[config.mk]
export PLATFORM = sky130hd
export DESIGN_NAME = pgw_ctrl
export DESIGN_NICKNAME = d
export VERILOG_FILES = /design/src/rtl/pgw_pkg.sv /design/src/rtl/pgw_offset.sv /design/src/rtl/pgw_buffer.sv /design/src/rtl/pgw_timer.sv /design/src/rtl/pgw_ctrl.sv
export SDC_FILE = /design/constraint.sdc
export NUM_CORES = 1
export LEC_CHECK = 0
export ABC_AREA = 0
export BUFFER_PORTS_ARGS = -buffer_cell sky130_fd_sc_hd__buf_4
export CAP_MARGIN = 20
export CORE_MARGIN = 10
export CORE_UTILIZATION = 65
export DETAILED_ROUTE_END_ITERATION = 7
export MAX_ROUTING_LAYER = met4
export PLACE_DENSITY = 0.9
export SYNTH_ARGS = -nofsm -noshare
export SYNTH_HDL_FRONTEND = slang
export SYNTH_SLANG_ARGS = --single-unit
export TNS_END_PERCENT = 50
[constraint.sdc]
create_clock -name clk -period 5 [get_ports clk]
set_input_delay 0.25 -clock clk [delete_from_list [all_inputs] [get_ports clk]]
set_output_delay 0.25 -clock clk [all_outputs]
set_load 0.01 [all_outputs]
[src/rtl/pgw_pkg.sv]
package pgw_pkg;
    // Width of a counter that must represent values 0 .. n-1.
    function automatic int unsigned pgw_cnt_w(input int unsigned n);
        return (n < 2) ? 1 : $clog2(n);
    endfunction
endpackage

[src/rtl/pgw_offset.sv]
module pgw_offset #(
    parameter int unsigned OFF_W = 6,
    parameter int unsigned ROW_W = 8,
    localparam int unsigned ADDR_W = OFF_W + ROW_W
) (
    input  logic              clk,
    input  logic              rst_n,
    input  logic              acc_i,
    input  logic              end_i,
    input  logic [ADDR_W-1:0] addr_i,
    output logic              in_txn_o,
    output logic [OFF_W-1:0]  tgt_off_o,
    output logic [ROW_W-1:0]  row_o
);
    typedef struct packed {
        logic             in_txn;
        logic [ROW_W-1:0] row;
        logic [OFF_W-1:0] off;
    } ofs_st_t;

    ofs_st_t st_d, st_q;

    always_comb begin
        st_d      = st_q;
        tgt_off_o = st_q.in_txn ? st_q.off : addr_i[OFF_W-1:0];
        if (acc_i) begin
            st_d.in_txn = 1'b1;
            if (!st_q.in_txn) st_d.row = addr_i[ADDR_W-1:OFF_W];
            st_d.off = tgt_off_o + OFF_W'(1);   // wraps inside the page
        end
        if (end_i) st_d.in_txn = 1'b0;
    end

    always_ff @(posedge clk or negedge rst_n) begin
        if (!rst_n) st_q <= '0;
        else        st_q <= st_d;
    end

    assign in_txn_o = st_q.in_txn;
    assign row_o    = st_q.row;

    // offset wraps to 0 without disturbing the page row
    p_offset_wrap_r3: assert property (@(posedge clk) disable iff (!rst_n)
        (acc_i && !end_i && st_q.in_txn && st_q.off == '1)
            |=> (st_q.off == '0 && $stable(st_q.row)));
endmodule

[src/rtl/pgw_buffer.sv]
module pgw_buffer #(
    parameter int unsigned DEPTH = 64,
    parameter int unsigned DW    = 8,
    localparam int unsigned OFF_W = $clog2(DEPTH)
) (
    input  logic             clk,
    input  logic             rst_n,
    input  logic             wr_i,
    input  logic [OFF_W-1:0] wr_off_i,
    input  logic [DW-1:0]    wr_data_i,
    input  logic             clr_i,
    input  logic             hold_i,
    input  logic [OFF_W-1:0] rd_off_i,
    output logic             rd_vld_o,
    output logic [DW-1:0]    rd_data_o
);
    typedef struct packed {
        logic [DEPTH-1:0]         vld;
        logic [DEPTH-1:0][DW-1:0] mem;
    } buf_st_t;

    buf_st_t st_d, st_q;

    always_comb begin
        st_d = st_q;
        if (wr_i) begin
            st_d.mem[wr_off_i] = wr_data_i;
            st_d.vld[wr_off_i] = 1'b1;
        end
        if (clr_i) st_d.vld = '0;
    end

    always_ff @(posedge clk or negedge rst_n) begin
        if (!rst_n) st_q <= '0;
        else        st_q <= st_d;
    end

    assign rd_vld_o  = st_q.vld[rd_off_i];
    assign rd_data_o = st_q.mem[rd_off_i];

    // staged contents frozen during the commit window
    p_frozen_busy_r7: assert property (@(posedge clk) disable iff (!rst_n)
        (hold_i && !clr_i) |=> ($stable(st_q.vld) && $stable(st_q.mem)));
endmodule

[src/rtl/pgw_timer.sv]
module pgw_timer #(
    parameter int unsigned BUSY_CYCLES = 200,
    localparam int unsigned CNT_W = pgw_pkg::pgw_cnt_w(BUSY_CYCLES)
) (
    input  logic             clk,
    input  logic             rst_n,
    input  logic             start_i,
    output logic             busy_o,
    output logic             done_o,
    output logic [CNT_W-1:0] cnt_o
);
    localparam logic [CNT_W-1:0] LAST = CNT_W'(BUSY_CYCLES - 1);

    typedef struct packed {
        logic             busy;
        logic [CNT_W-1:0] cnt;
    } tmr_st_t;

    tmr_st_t st_d, st_q;

    always_comb begin
        st_d = st_q;
        if (st_q.busy) begin
            if (st_q.cnt == LAST) begin
                st_d.busy = 1'b0;
                st_d.cnt  = '0;
            end else begin
                st_d.cnt = st_q.cnt + CNT_W'(1);
            end
        end else if (start_i) begin
            st_d.busy = 1'b1;
            st_d.cnt  = '0;
        end
    end

    always_ff @(posedge clk or negedge rst_n) begin
        if (!rst_n) st_q <= '0;
        else        st_q <= st_d;
    end

    assign busy_o = st_q.busy;
    assign done_o = st_q.busy && (st_q.cnt == LAST);
    assign cnt_o  = st_q.cnt;

    // the window closes right after its last cycle and not earlier
    p_busy_end_r6: assert property (@(posedge clk) disable iff (!rst_n)
        done_o |=> !busy_o);
    p_busy_hold_r6: assert property (@(posedge clk) disable iff (!rst_n)
        (busy_o && !done_o) |=> busy_o);
endmodule

[src/rtl/pgw_ctrl.sv]
module pgw_ctrl #(
    parameter int unsigned PAGE_BYTES  = 64,
    parameter int unsigned PAGE_COUNT  = 256,
    parameter int unsigned DATA_W      = 8,
    parameter int unsigned BUSY_CYCLES = 200,   // must exceed PAGE_BYTES
    localparam int unsigned OFF_W  = $clog2(PAGE_BYTES),
    localparam int unsigned ROW_W  = $clog2(PAGE_COUNT),
    localparam int unsigned ADDR_W = OFF_W + ROW_W,
    localparam int unsigned CNT_W  = pgw_pkg::pgw_cnt_w(BUSY_CYCLES)
) (
    input  logic              clk,
    input  logic              rst_n,
    input  logic              byte_vld_i,
    input  logic [ADDR_W-1:0] byte_addr_i,
    input  logic [DATA_W-1:0] byte_data_i,
    input  logic              stop_i,
    input  logic              wp_i,
    output logic              busy_o,
    output logic              arr_we_o,
    output logic [ADDR_W-1:0] arr_addr_o,
    output logic [DATA_W-1:0] arr_data_o
);
    logic             accept, txn_end, commit_go, buf_clr;
    logic             in_txn, done, rd_vld;
    logic [OFF_W-1:0] tgt_off, rd_off;
    logic [ROW_W-1:0] row;
    logic [CNT_W-1:0] cnt;

    always_comb begin
        accept    = byte_vld_i && !busy_o;
        txn_end   = stop_i && !busy_o;
        commit_go = txn_end && in_txn && !wp_i;
        buf_clr   = (txn_end && !commit_go) || done;
        rd_off    = cnt[OFF_W-1:0];
        arr_we_o  = busy_o && (cnt < CNT_W'(PAGE_BYTES)) && rd_vld;
        arr_addr_o = {row, rd_off};
    end

    pgw_offset #(.OFF_W(OFF_W), .ROW_W(ROW_W)) u_offset (
        .clk(clk), .rst_n(rst_n), .acc_i(accept), .end_i(txn_end),
        .addr_i(byte_addr_i), .in_txn_o(in_txn), .tgt_off_o(tgt_off), .row_o(row)
    );

    pgw_buffer #(.DEPTH(PAGE_BYTES), .DW(DATA_W)) u_buffer (
        .clk(clk), .rst_n(rst_n), .wr_i(accept), .wr_off_i(tgt_off),
        .wr_data_i(byte_data_i), .clr_i(buf_clr), .hold_i(busy_o),
        .rd_off_i(rd_off), .rd_vld_o(rd_vld), .rd_data_o(arr_data_o)
    );

    pgw_timer #(.BUSY_CYCLES(BUSY_CYCLES)) u_timer (
        .clk(clk), .rst_n(rst_n), .start_i(commit_go),
        .busy_o(busy_o), .done_o(done), .cnt_o(cnt)
    );

    // a window only opens after an unprotected STOP
    p_busy_start_r6: assert property (@(posedge clk) disable iff (!rst_n)
        $rose(busy_o) |-> ($past(stop_i) && !$past(wp_i)));
    // protected STOP never opens a window
    p_wp_block_r8: assert property (@(posedge clk) disable iff (!rst_n)
        (stop_i && wp_i && !busy_o) |=> !busy_o);
    // STOP with nothing received never opens a window
    p_empty_stop_r9: assert property (@(posedge clk) disable iff (!rst_n)
        (stop_i && !busy_o && !in_txn) |=> !busy_o);
endmodule

# After elaboration in Yosys (flattened, before gate mapping)
# Index checks and enable logic that the tools add are counted.
# word_totals
word_cells,115
register_bits,600
# op_classes
n_mux,19
magnitude_cmp,4
n_eq_ne,1
addsub,2
bitwise,2
reduce_logical,17
# ops
cell,n
$mux 576,1
$bwmux 512,1
$mux 64,1
$or 64x64->64,1
$bmux 8 s6,1
$demux 8 s6,1
$mux 8,4
$mux 9,2
$mux 15,1
$lt 6x7->1 const B,2
$logic_and 1x1->1,9
$add 8x1->8 const B,1
$eq 8x8->1 const B,1
$lt 8x7->1 const B,1
$add 6x1->6 const B,1
$bmux 1 s6,1
$demux 1 s6,1
$ge 6x1->1 const B,1
$mux 6,1
$reduce_bool 2->1,3
$mux 1,4
$logic_not 1->1,3
$reduce_and 2->1,1
$logic_or 1x1->1,1
$not 1->1,1

# Depth between registers and ports, before layout
# Gate-level depths: netlist of run 1.
# depth
word_depth,8
mapped_depth,9
mapped_depth_nobuf,7

# Cells and area by module
# Synthesis of run 1 repeated with hierarchy kept, for this count alone.
# unflattened
cells_unflattened,1874
hier_area_um2,27692.8
# by_module_without_submodules
mod,cells_per_inst,area_per_inst_um2,n_inst
pgw_buffer,1747,26261.4,1
pgw_offset,68,852.1,1
pgw_timer,53,518.0,1
pgw_ctrl,6,61.3,1

# Least setup slack after synthesis of run 1
# Ideal clock, no wire load.
# synth_timing
path_type,register -> output
startpoint,"register u_timer.st_q, in the netlist u_timer.cnt_o[2]"
endpoint,output port arr_data_o[5]
required_ns,4.750
path_slack_ns,2.713
stages_incl_launch_ff,8
arrival_ns,2.037
path_cell_list,dfrtp_1 buf_2 inv_2 buf_2 clkbuf_1 nand2_1 and3_1 o41ai_1
# synth_via
elab_chain_len,2
# synth_lines
item,line,source
from (decl),pgw_timer.sv:19,"tmr_st_t st_d, st_q;"
from (signal assigned),pgw_timer.sv:38,else st_q <= st_d;
$bmux 8 s6,pgw_buffer.sv:39,assign rd_data_o = st_q.mem[rd_off_i];
$mux 8 (not written as such),pgw_buffer.sv:39,
to (decl),pgw_ctrl.sv:21,output logic [DATA_W-1:0] arr_data_o
# No other way between the ends. The select of a mux whose other input is x is not followed.

# Worst setup path after layout of run 1
# layout_timing
startpoint,"register u_timer.st_q, in the netlist u_timer.cnt_o[2]"
endpoint,output port arr_we_o
# layout_via
elab_chain_len,3
word_cells_on_any_way,5
cone_classes,order compare: 1; mux: 2; reduce/logical: 2
# layout_lines
item,line,source
$bmux 1 s6 or $lt 8x7->1 (tied branches),"pgw_buffer.sv:38, pgw_ctrl.sv:35",
$mux 1 (not written as such) or $logic_and 1x1->1 (tied branches),"pgw_buffer.sv:38, pgw_ctrl.sv:35",
$logic_and 1x1->1 (*),pgw_ctrl.sv:35,arr_we_o = busy_o && (cnt < CNT_W'(PAGE_BYTES)) && rd_vld;
to (decl),pgw_ctrl.sv:19,"output logic arr_we_o,"
# Every way passes the cells marked *; elsewhere a longest branch is shown, timed or not. The select of a mux whose other input is x is not followed.

==> results of run 1 <==
-- placed cells by master (no fill, tap or decap), types with 12 or more instances in the layout --
cell,instances
dfrtp_1,597
mux2_2,515
mux4_2,130
nand2_1,94
mux2i_1,77
buf_4,66
clkbuf_16,61
a21oi_1,37
o21a_1,32
inv_1,31
nor2_4,28
nand3_1,24
a21boi_0,24
o21ai_0,23
nor2_1,21
clkinv_2,16
a221oi_1,13
clkbuf_8,12
-- per-stage QoR --
stage | cell area (µm²) | cells | hold slack (ps)
finish | 30900 | 2558 | 48.0
global route | 30900 | 2558 | 74.6
CTS | 30900 | 2558 | 18.5
detailed placement | 28800 | 2439 | 295
global placement | 28800 | 2439 | 288
floorplan | 28100 | 1928 | -45.6
-- area by class of cell --
class / instances / area [µm²] / share of cell area (%)
Sequential cell: 600 / 15000 / 48.6
Multi-Input combinational cell: 1144 / 12200 / 39.5
Clock buffer: 83 / 1730 / 5.60
Timing Repair Buffer: 85 / 771 / 2.50
Tap cell: 585 / 732 / 2.37
Clock inverter: 26 / 292 / 0.944
Inverter: 35 / 131 / 0.425
-- critical path: cells and delay by family (launching register included) --
| kind | cells | cell delay, ps |
|---|---|---|
| flops | 1 | 370 |
| compound gates | 1 | 970 |
| simple gates | 1 | 240 |
| buf+inv | 2 | 920 |
| mux | 2 | 920 |
-- Yosys cell counts, drive strengths merged, types with 2 or more instances --
library cell	n
a2111oi	2
a211oi	3
a21boi	24
a21oi	38
a221o	3
a221oi	13
a22o	2
a22oi	10
a31o	2
a31oi	6
and2	8
and3	3
buf	75
clkbuf	74
dfrtp	600
ha	2
inv	34
mux2	519
mux2i	79
mux4	130
nand2	101
nand2b	8
nand3	31
nand3b	3
nand4	4
nor2	50
nor2b	8
nor3	5
nor3b	2
o211ai	5
o21a	32
o21ai	23
o22ai	7
o31ai	2
o32ai	2
xnor2	5
-- routing by layer --
| layer | up-vias | share of wire [%] |
|---|---|---|
| met4 | 0 | 4.5 |
| met1 | 9277 | 38 |
| li1 | 7073 | - |
| met2 | 925 | 49 |
| met3 | 259 | 8.2 |
| met5 | - | 0 |
-- worst max path at each step --
stage                     slack, ps  cells after the start            end
after global routing            690                      8       arr_we_o
after detailed placement       1500                      6       arr_we_o
final                           660                      6       arr_we_o
after global placement         1520                      8       arr_we_o
after floorplan                2710                      7  arr_data_o[5]
after CTS                       830                      8       arr_we_o
-- kinds of logic after synthesis --
| group | count (synthesis) |
|---|---|
| compound gates | 179 |
| xor+xnor | 6 |
| fa+ha+maj | 2 |
| buf+inv | 184 |
| flops | 600 |
| mux | 728 |
| simple gates | 229 |
-- power by group --
group	internal, mW	switching, mW	leakage [nW]
Sequential	4.93	0.0474	8.15
Combinational	0.130	0.261	5.40
Clock	2.71	1.91	1.00
Total	7.77	2.22	14.5
-- repair_timing --
action | in CTS | in global routing
hold buffers | 10 | 0
resized for setup | 0 | 0
endpoints found under the hold margin | 87 | 0
endpoints found under the setup margin | 0 | 0
==> qor.yml, run 1 <==
global_route:
  grt_max_degree: 148
  antenna_found_initial: 0
  grtUsageTotal_pct: 28.0
  grt_pass1_wl_mm: 111
  grt_busiest_layer: "met2"
  grt-ovfl-total: 0
  grtUsageMet3_pct: 5.47
  grt_use_met1_pct: 35.4
  grt_pass1_vias: 18600
  grtUsageMet2_pct: 43.9
min_path:
  min_path_type: "primary input to flip-flop"
  worstHoldEndpoint: "u_timer.busy_o"
  min-delay-start: "wp_i"
  hold_depth: 4
final_layout:
  area_growth_pct: 9.92
  num-nets-final: 1953
  fill_cells: 2512
  layout-drive-gt1-share_pct: 44.6
  diodes: 0
  utilization_pct: 72.0
sta:
  max_slew.worst_pin.slew_ps: 1080
  hold_violations: 0
  fin_skew_ps: 16.5
  tns_ps: 0
  fin_crit_sh_pct: 86.8
  slew_viol_final: 0
  setup_ws_ps: 658
  rsz0062_at_grt: "no"
  setup_viol: 0
  period_minus_slack_ps: 4340
  worst_slew_margin_rel_pct: 25.9
  clock.fmax_mhz: 230
synth:
  ys_seq_elements: 600
  syn_avg_cell_area_um2: 14.6
  synth.area.mux_share_pct: 34.1
  synthSimpleGateAreaFrac_pct: 4.61
  synth-seq-area-share_pct: 53.4
  synth_cells: 1928
  synth_top_cell_area_share_pct: 53.4
  synth-xor-area-share_pct: 0.187
  synth_nets: 1957
  synth-compound-area-share_pct: 4.42
  synth.distinct_cells: 64
  yosys.area.top_type: "dfrtp_1"
  yosys-top-cells-area: "dfrtp_1 53%, mux2_2 21%, mux4_2 10%, mux2i_1 2.7%, nand2_1 1.3%"
  synth_top_family_by_area: "multiplexers"
  synthAdderAreaFrac_pct: 0.0890
  synthFlopType: "dfrtp_1"
  synth_area_um2: 28100
  synth_edf_count: 0
  yosys_warnings: 0
  synth-async-reset-ratio_pct: 100
pwr:
  total_leakage_power_nw: 14.5
  power_density_nw_per_um2: 323
  fin_total_pwr_mw: 9.99
  irDropWorstVdd_mv: 0.300
worst_setup_path:
  critPathMaxFanout: 59
  r2r_slack_ps: 1490
  crit_path_start: "u_timer.cnt_o[2]"
  reg2regPathDepth: 8
  required_ps: 4750
  path_cells: "buf_4, mux4_2, mux2_2, a2111oi_0, nor3_1, buf_4"
  crit_top_cell: "buf_4"
  critPathKind: "flip-flop to primary output"
  start_kind: "flip-flop"
  endpoint_kind: "primary output"
  worstPathArrival_ps: 4090
  max_stage_delay_ps: 970
  timing.rr.end: "u_buffer.st_q[519]"
  cp_slowest_cell: "a2111oi_0"
  r2r-start: "u_timer.cnt_o[0]"
route:
  ant_nets: 0
  drc_errors: 0
  wl_per_cell_um: 27.8
  dr.pass1.iters: 6
  totalWireLength_mm: 71.2
  vias: 17500
  vias_per_cell: 6.85
  drt-initial-drc-count: 1933
clocking:
  cts.clk_slew.worst_paths_ps: 70
  clockRootBuffer: "clkbuf_16"
  h-tree-depth: 2
  cts_setup_buffers: 0
  cts_buffers: 58
  cts_max_path_buffers: 3
  cts_tree: "done"
  clk_latency_ps: 620
  clock_sinks: 600
floorplan:
  core-area_um2: 42900
  io_pins: 51
  die_x_um: 228
  initial_core_util_pct: 65.5
  die_area_um2: 51900
  dieHeight_um: 228
  num_rows: 76
placement:
  dpl_worst_slack_ps: 1500
  place_congestion: 0.896
  dp_hpwl_mm: 43.6
  port_buffers: 50
outcome:
  outcome: "finished, final reports clean"
job:
  cap_viol_max_count: 0
(Power assumes the default switching activity.)
==> run 2: changes to the inputs <==
Settings changed: CORE_ASPECT_RATIO set to 0.5.
==> run 2 against run 1 <==
  * Largest cell class unchanged
  * Non-clock buffer count is 2 higher
  * Clock power is 8.2% lower
  * Highest routed layer unchanged
  * Die area is 0.97% higher
  * Sequential cell count stayed put
  * Sequential power hardly changed
  * Global-route usage is 0.33 points higher
  * Register-to-register slack worse by 160 ps
  * Maximum frequency hardly changed
==> qor.yml, run 2 (same netlist as run 1, synthesis figures left out) <==
pwr:
  total_leakage_power_nw: 14.4
  fin_total_pwr_mw: 9.60
  irDropWorstVdd_mv: 0.240
  power_density_nw_per_um2: 314
final_layout:
  stdcell_area_um2: 30600
  seq_area_um2: 15000
  fill_cells: 2467
  layout-drive-gt1-share_pct: 43.9
  fin_cells: 2538
  multi_input_area_um2: 12200
  mostFrequentLayoutCells: "597 x dfrtp_1, 515 x mux2_2, 130 x mux4_2, 94 x nand2_1, 77 x mux2i_1"
  area_growth_pct: 8.98
  utilization_pct: 72.4
  num-nets-final: 1948
  final_common_cell: "dfrtp_1"
clocking:
  cts_max_path_buffers: 3
  cts.clk_slew.worst_paths_ps: 70
  cts_tree: "done"
  clockRootBuffer: "clkbuf_16"
  cts_resized: 0
  h-tree-depth: 2
  clock_sinks: 600
  clk_latency_ps: 590
  cts_buffers: 51
min_path:
  worstHoldEndpoint: "u_offset.st_q[4]"
  min-delay-start: "byte_addr_i[4]"
  hold_depth: 4
  min_path_type: "primary input to flip-flop"
worst_setup_path:
  cp_slowest_cell: "dfrtp_4"
  worstPathArrival_ps: 4090
  path_cells: "buf_12, mux4_2, mux2i_1, a221oi_1, o21a_1, a221o_1, buf_4"
  worst-path-buf-inv: 2
  reg2regPathDepth: 7
  start_kind: "flip-flop"
  critPathKind: "flip-flop to primary output"
  path_delay_family: "compound AO/OA/AOI/OAI gates"
  endpoint_kind: "primary output"
  required_ps: 4750
  r2r-start: "u_timer.cnt_o[0]"
  r2r_slack_ps: 1330
  max_stage_delay_ps: 1070
  timing.rr.end: "u_buffer.st_q[535]"
  critPathMaxFanout: 47
route:
  drc_errors: 0
  drt-initial-drc-count: 2146
  wl_per_cell_um: 28.7
  vias_per_cell: 6.97
  totalWireLength_mm: 72.7
  dr.pass1.iters: 6
  vias: 17700
  ant_nets: 0
floorplan:
  core-area_um2: 42300
  io_pins: 51
  initial_core_util_pct: 66.4
  num_rows: 53
  dieHeight_um: 167
  die_x_um: 314
  die_area_um2: 52500
sta:
  worst_slew_margin_rel_pct: 28.1
  setup_ws_ps: 660
  rsz0062_at_grt: "no"
  clock.fmax_mhz: 230
  tns_ps: 0
  fin_skew_ps: 20.0
  fin_crit_sh_pct: 86.8
  holdWs_ps: 71.0
  setup_viol: 0
  period_minus_slack_ps: 4340
  slew_viol_final: 0
  hold_violations: 0
  max_slew.worst_pin.slew_ps: 1080
outcome:
  outcome: "finished, final reports clean"
placement:
  placed_cell_area_um2: 28800
  port_buffers: 50
  place_congestion: 0.878
  placed_cells: 2432
  dp_hpwl_mm: 43.5
  dpl_worst_slack_ps: 1440
global_route:
  grt_max_degree: 159
  grtUsageTotal_pct: 28.4
  grt-ovfl-total: 0
  grt_pass1_vias: 18300
  grt_pass1_wl_mm: 112
  antenna_found_initial: 1
job:
  cap_viol_max_count: 0
run 2: per-layer routing:
metal	part of all wire (%)	global-route usage, %	up-vias
met3	10	7.13	196
met2	48	44.2	1072
met5	0	-	-
met4	3.3	9.28	0
met1	39	36.3	9365
li1	-	-	7050
run 2: tightest hold or removal path: stages:
cell and delay, ps:
buf_4 110, xnor2_1 70, o22ai_1 120, a21oi_1 70
run 2: power by group:
part / switching (mW) / leakage [nW] / internal (mW) / total [mW]
logic: 0.255 / 5.41 / 0.129 / 0.384
registers: 0.0490 / 8.15 / 4.93 / 4.98
clock network: 1.84 / 0.868 / 2.40 / 4.24
total: 2.15 / 14.4 / 7.46 / 9.60
run 2: area by class of cell:
class	count	area share [%]
diodes	1	0.00817
clock buffers	81	5.10
clock inverters	13	0.641
inverters	35	0.429
multi-input cells	1144	39.9
flip-flops and latches	600	49.1
well taps	577	2.36
repair buffers	87	2.53
run 2: how the worst max path moves through the flow:
| stage | cells past startpoint | slack [ps] | startpoint | end |
|---|---|---|---|---|
| finish | 7 | 660 | u_timer.cnt_o[0] | arr_data_o[3] |
| global route | 7 | 650 | u_timer.cnt_o[0] | arr_data_o[3] |
| CTS | 7 | 790 | u_timer.cnt_o[0] | arr_data_o[2] |
| detailed placement | 7 | 1440 | u_timer.cnt_o[0] | arr_data_o[2] |
| global placement | 6 | 1480 | u_timer.cnt_o[0] | arr_data_o[2] |
| floorplan | 7 | 2710 | u_timer.cnt_o[2] | arr_data_o[5] |
run 2: timing repair:
action / in CTS / in global routing
hold buffers: 11 / 0
buffers inserted: 0 / 0
hold endpoints to repair: 121 / 0
==> run 3: changes to the inputs <==
Settings changed: PLACE_DENSITY 0.9 to 0.82.
==> run 3 against run 2 <==
  * Count of clock-buffer cells in the layout fell by 3
  * Sequential power is essentially flat
  * Via count decreased by 4.7%
  * Die area did not move
  * Global-route usage decreased by 1.4 points
  * Combinational power hardly changed
  * Clock skew up 6.2 ps
==> qor.yml, run 3 (same netlist as run 1, synthesis figures left out) <==
outcome:
  outcome: "finished, final reports clean"
floorplan:
  core-area_um2: 42300
  initial_core_util_pct: 66.4
  die_area_um2: 52500
  dieHeight_um: 167
  num_rows: 53
  io_pins: 51
  die_x_um: 314
clocking:
  clk_latency_ps: 590
  cts.clk_slew.worst_paths_ps: 70
  clock_sinks: 600
  clockRootBuffer: "clkbuf_16"
  cts_max_path_buffers: 3
  cts_buffers: 51
  h-tree-depth: 2
  cts_tree: "done"
placement:
  dpl_worst_slack_ps: 1450
  port_buffers: 50
  place_congestion: 0.897
  placed_cell_area_um2: 28800
  dp_hpwl_mm: 43.2
global_route:
  antenna_found_initial: 0
  grtUsageMet3_pct: 6.66
  grt_max_degree: 143
  grt_busiest_layer: "met2"
  grt_pass1_vias: 17400
  grtUsageMet2_pct: 39.5
  grt_use_met1_pct: 38.0
  grtUsageTotal_pct: 26.9
  grt-ovfl-total: 0
  grt_pass1_wl_mm: 107
final_layout:
  layout-drive-gt1-share_pct: 43.8
  diodes: 0
  area_growth_pct: 8.51
  fill_cells: 2774
  seq_area_um2: 15000
  mostFrequentLayoutCells: "597 x dfrtp_1, 515 x mux2_2, 130 x mux4_2, 94 x nand2_1, 77 x mux2i_1"
  stdcell_area_um2: 30500
  multi_input_area_um2: 12200
  final_common_cell: "dfrtp_1"
  num-nets-final: 1950
  utilization_pct: 72.1
sta:
  max_slew.worst_pin.slew_ps: 1050
  setup_viol: 0
  hold_violations: 0
  worst_slew_margin_rel_pct: 29.4
  rsz0062_at_grt: "no"
  fin_skew_ps: 26.2
  clock.fmax_mhz: 236
  tns_ps: 0
  period_minus_slack_ps: 4230
  fin_crit_sh_pct: 84.6
  slew_viol_final: 0
  setup_ws_ps: 771
pwr:
  intPower_mw: 7.16
  clockPowerShare_pct: 42.1
  power_density_nw_per_um2: 303
  sw_frac_of_total_pct: 22.6
  total_leakage_power_nw: 14.4
  p_seq_share_pct: 53.7
  net-switching-power_mw: 2.09
  pwr-share-comb_pct: 4.2
  irDropWorstVdd_mv: 0.247
worst_setup_path:
  required_ps: 4750
  r2r_slack_ps: 1600
  worstPathArrival_ps: 3980
  reg2regPathDepth: 5
  start_kind: "flip-flop"
  endpoint_kind: "primary output"
  critPathKind: "flip-flop to primary output"
  critPathMaxFanout: 38
  r2r-start: "u_offset.in_txn_o"
min_path:
  min-delay-start: "wp_i"
  min_path_type: "primary input to flip-flop"
  worstHoldEndpoint: "u_timer.busy_o"
  hold_depth: 4
route:
  ant_nets: 0
  vias: 16800
  drc_errors: 0
  dr.pass1.iters: 5
  totalWireLength_mm: 68.6
  vias_per_cell: 6.65
  drt-initial-drc-count: 1604
  wl_per_cell_um: 27.1
job:
  cap_viol_max_count: 0
## run 3: cell count changes in the layout (fill, tap and decap cells not counted), moves of 2 or more
cell | before | now
clkbuf_8 | 13 | 9
clkbuf_1 | 15 | 17
buf_12 | 7 | 9
bufinv_16 | 5 | 1
## run 3: layout make-up
| class | instances | area share [%] |
|---|---|---|
| well taps | 577 | 2.37 |
| clock inverters | 12 | 0.336 |
| inverters | 35 | 0.431 |
| repair buffers | 89 | 2.67 |
| multi-input cells | 1144 | 40.0 |
| flip-flops and latches | 600 | 49.3 |
| clock buffers | 78 | 4.88 |
## run 3: stage by stage
stage	hold slack (ps)	cells	power (mW)
5_1_grt	63.6	2535	9.53
4_1_cts	18.3	2534	9.29
3_3_place_gp	316	2434	5.43
3_5_place_dp	319	2434	5.44
2_1_floorplan	-45.6	1928	5.25
6_report	50.9	2535	9.25
## run 3: how the worst max path moves through the flow
stage	startpoint	to	slack, ps	cells after the start
finish	u_timer.cnt_o[0]	arr_data_o[5]	770	7
global route	u_timer.cnt_o[0]	arr_data_o[5]	580	7
CTS	u_timer.cnt_o[0]	arr_data_o[5]	810	7
detailed placement	u_timer.cnt_o[0]	arr_data_o[5]	1450	7
global placement	u_timer.cnt_o[0]	arr_data_o[5]	1470	7
floorplan	u_timer.cnt_o[2]	arr_data_o[5]	2710	7
## run 3: critical path: stages, from the launching register on
cell	delay [ps]
dfrtp_4	930
buf_12	320
mux4_2	520
mux2i_1	600
mux2i_1	170
o211ai_1	410
o41ai_1	210
buf_4	190
## run 3: power groups by stage
stage                     Clock, mW  Sequential, mW  Combinational (mW)
after CTS                      3.93            4.97               0.390
after detailed placement          0            5.06               0.381
final                          3.90            4.97               0.385
after global placement            0            5.06               0.373
after floorplan                   0            5.05               0.200
after global routing           4.13            4.98               0.423
## run 3: repair_timing
action,CTS,global route
endpoints found under the hold margin,92,0
gates resized for setup,0,0
hold buffers,10,0
setup buffers,0,0
## run 3: layer usage
layer / wire [µm] / vias up
li1: - / 7068
met1: 30600 / 9079
met2: 31100 / 597
met3: 5630 / 105
met4: 1230 / 0
met5: 0 / -
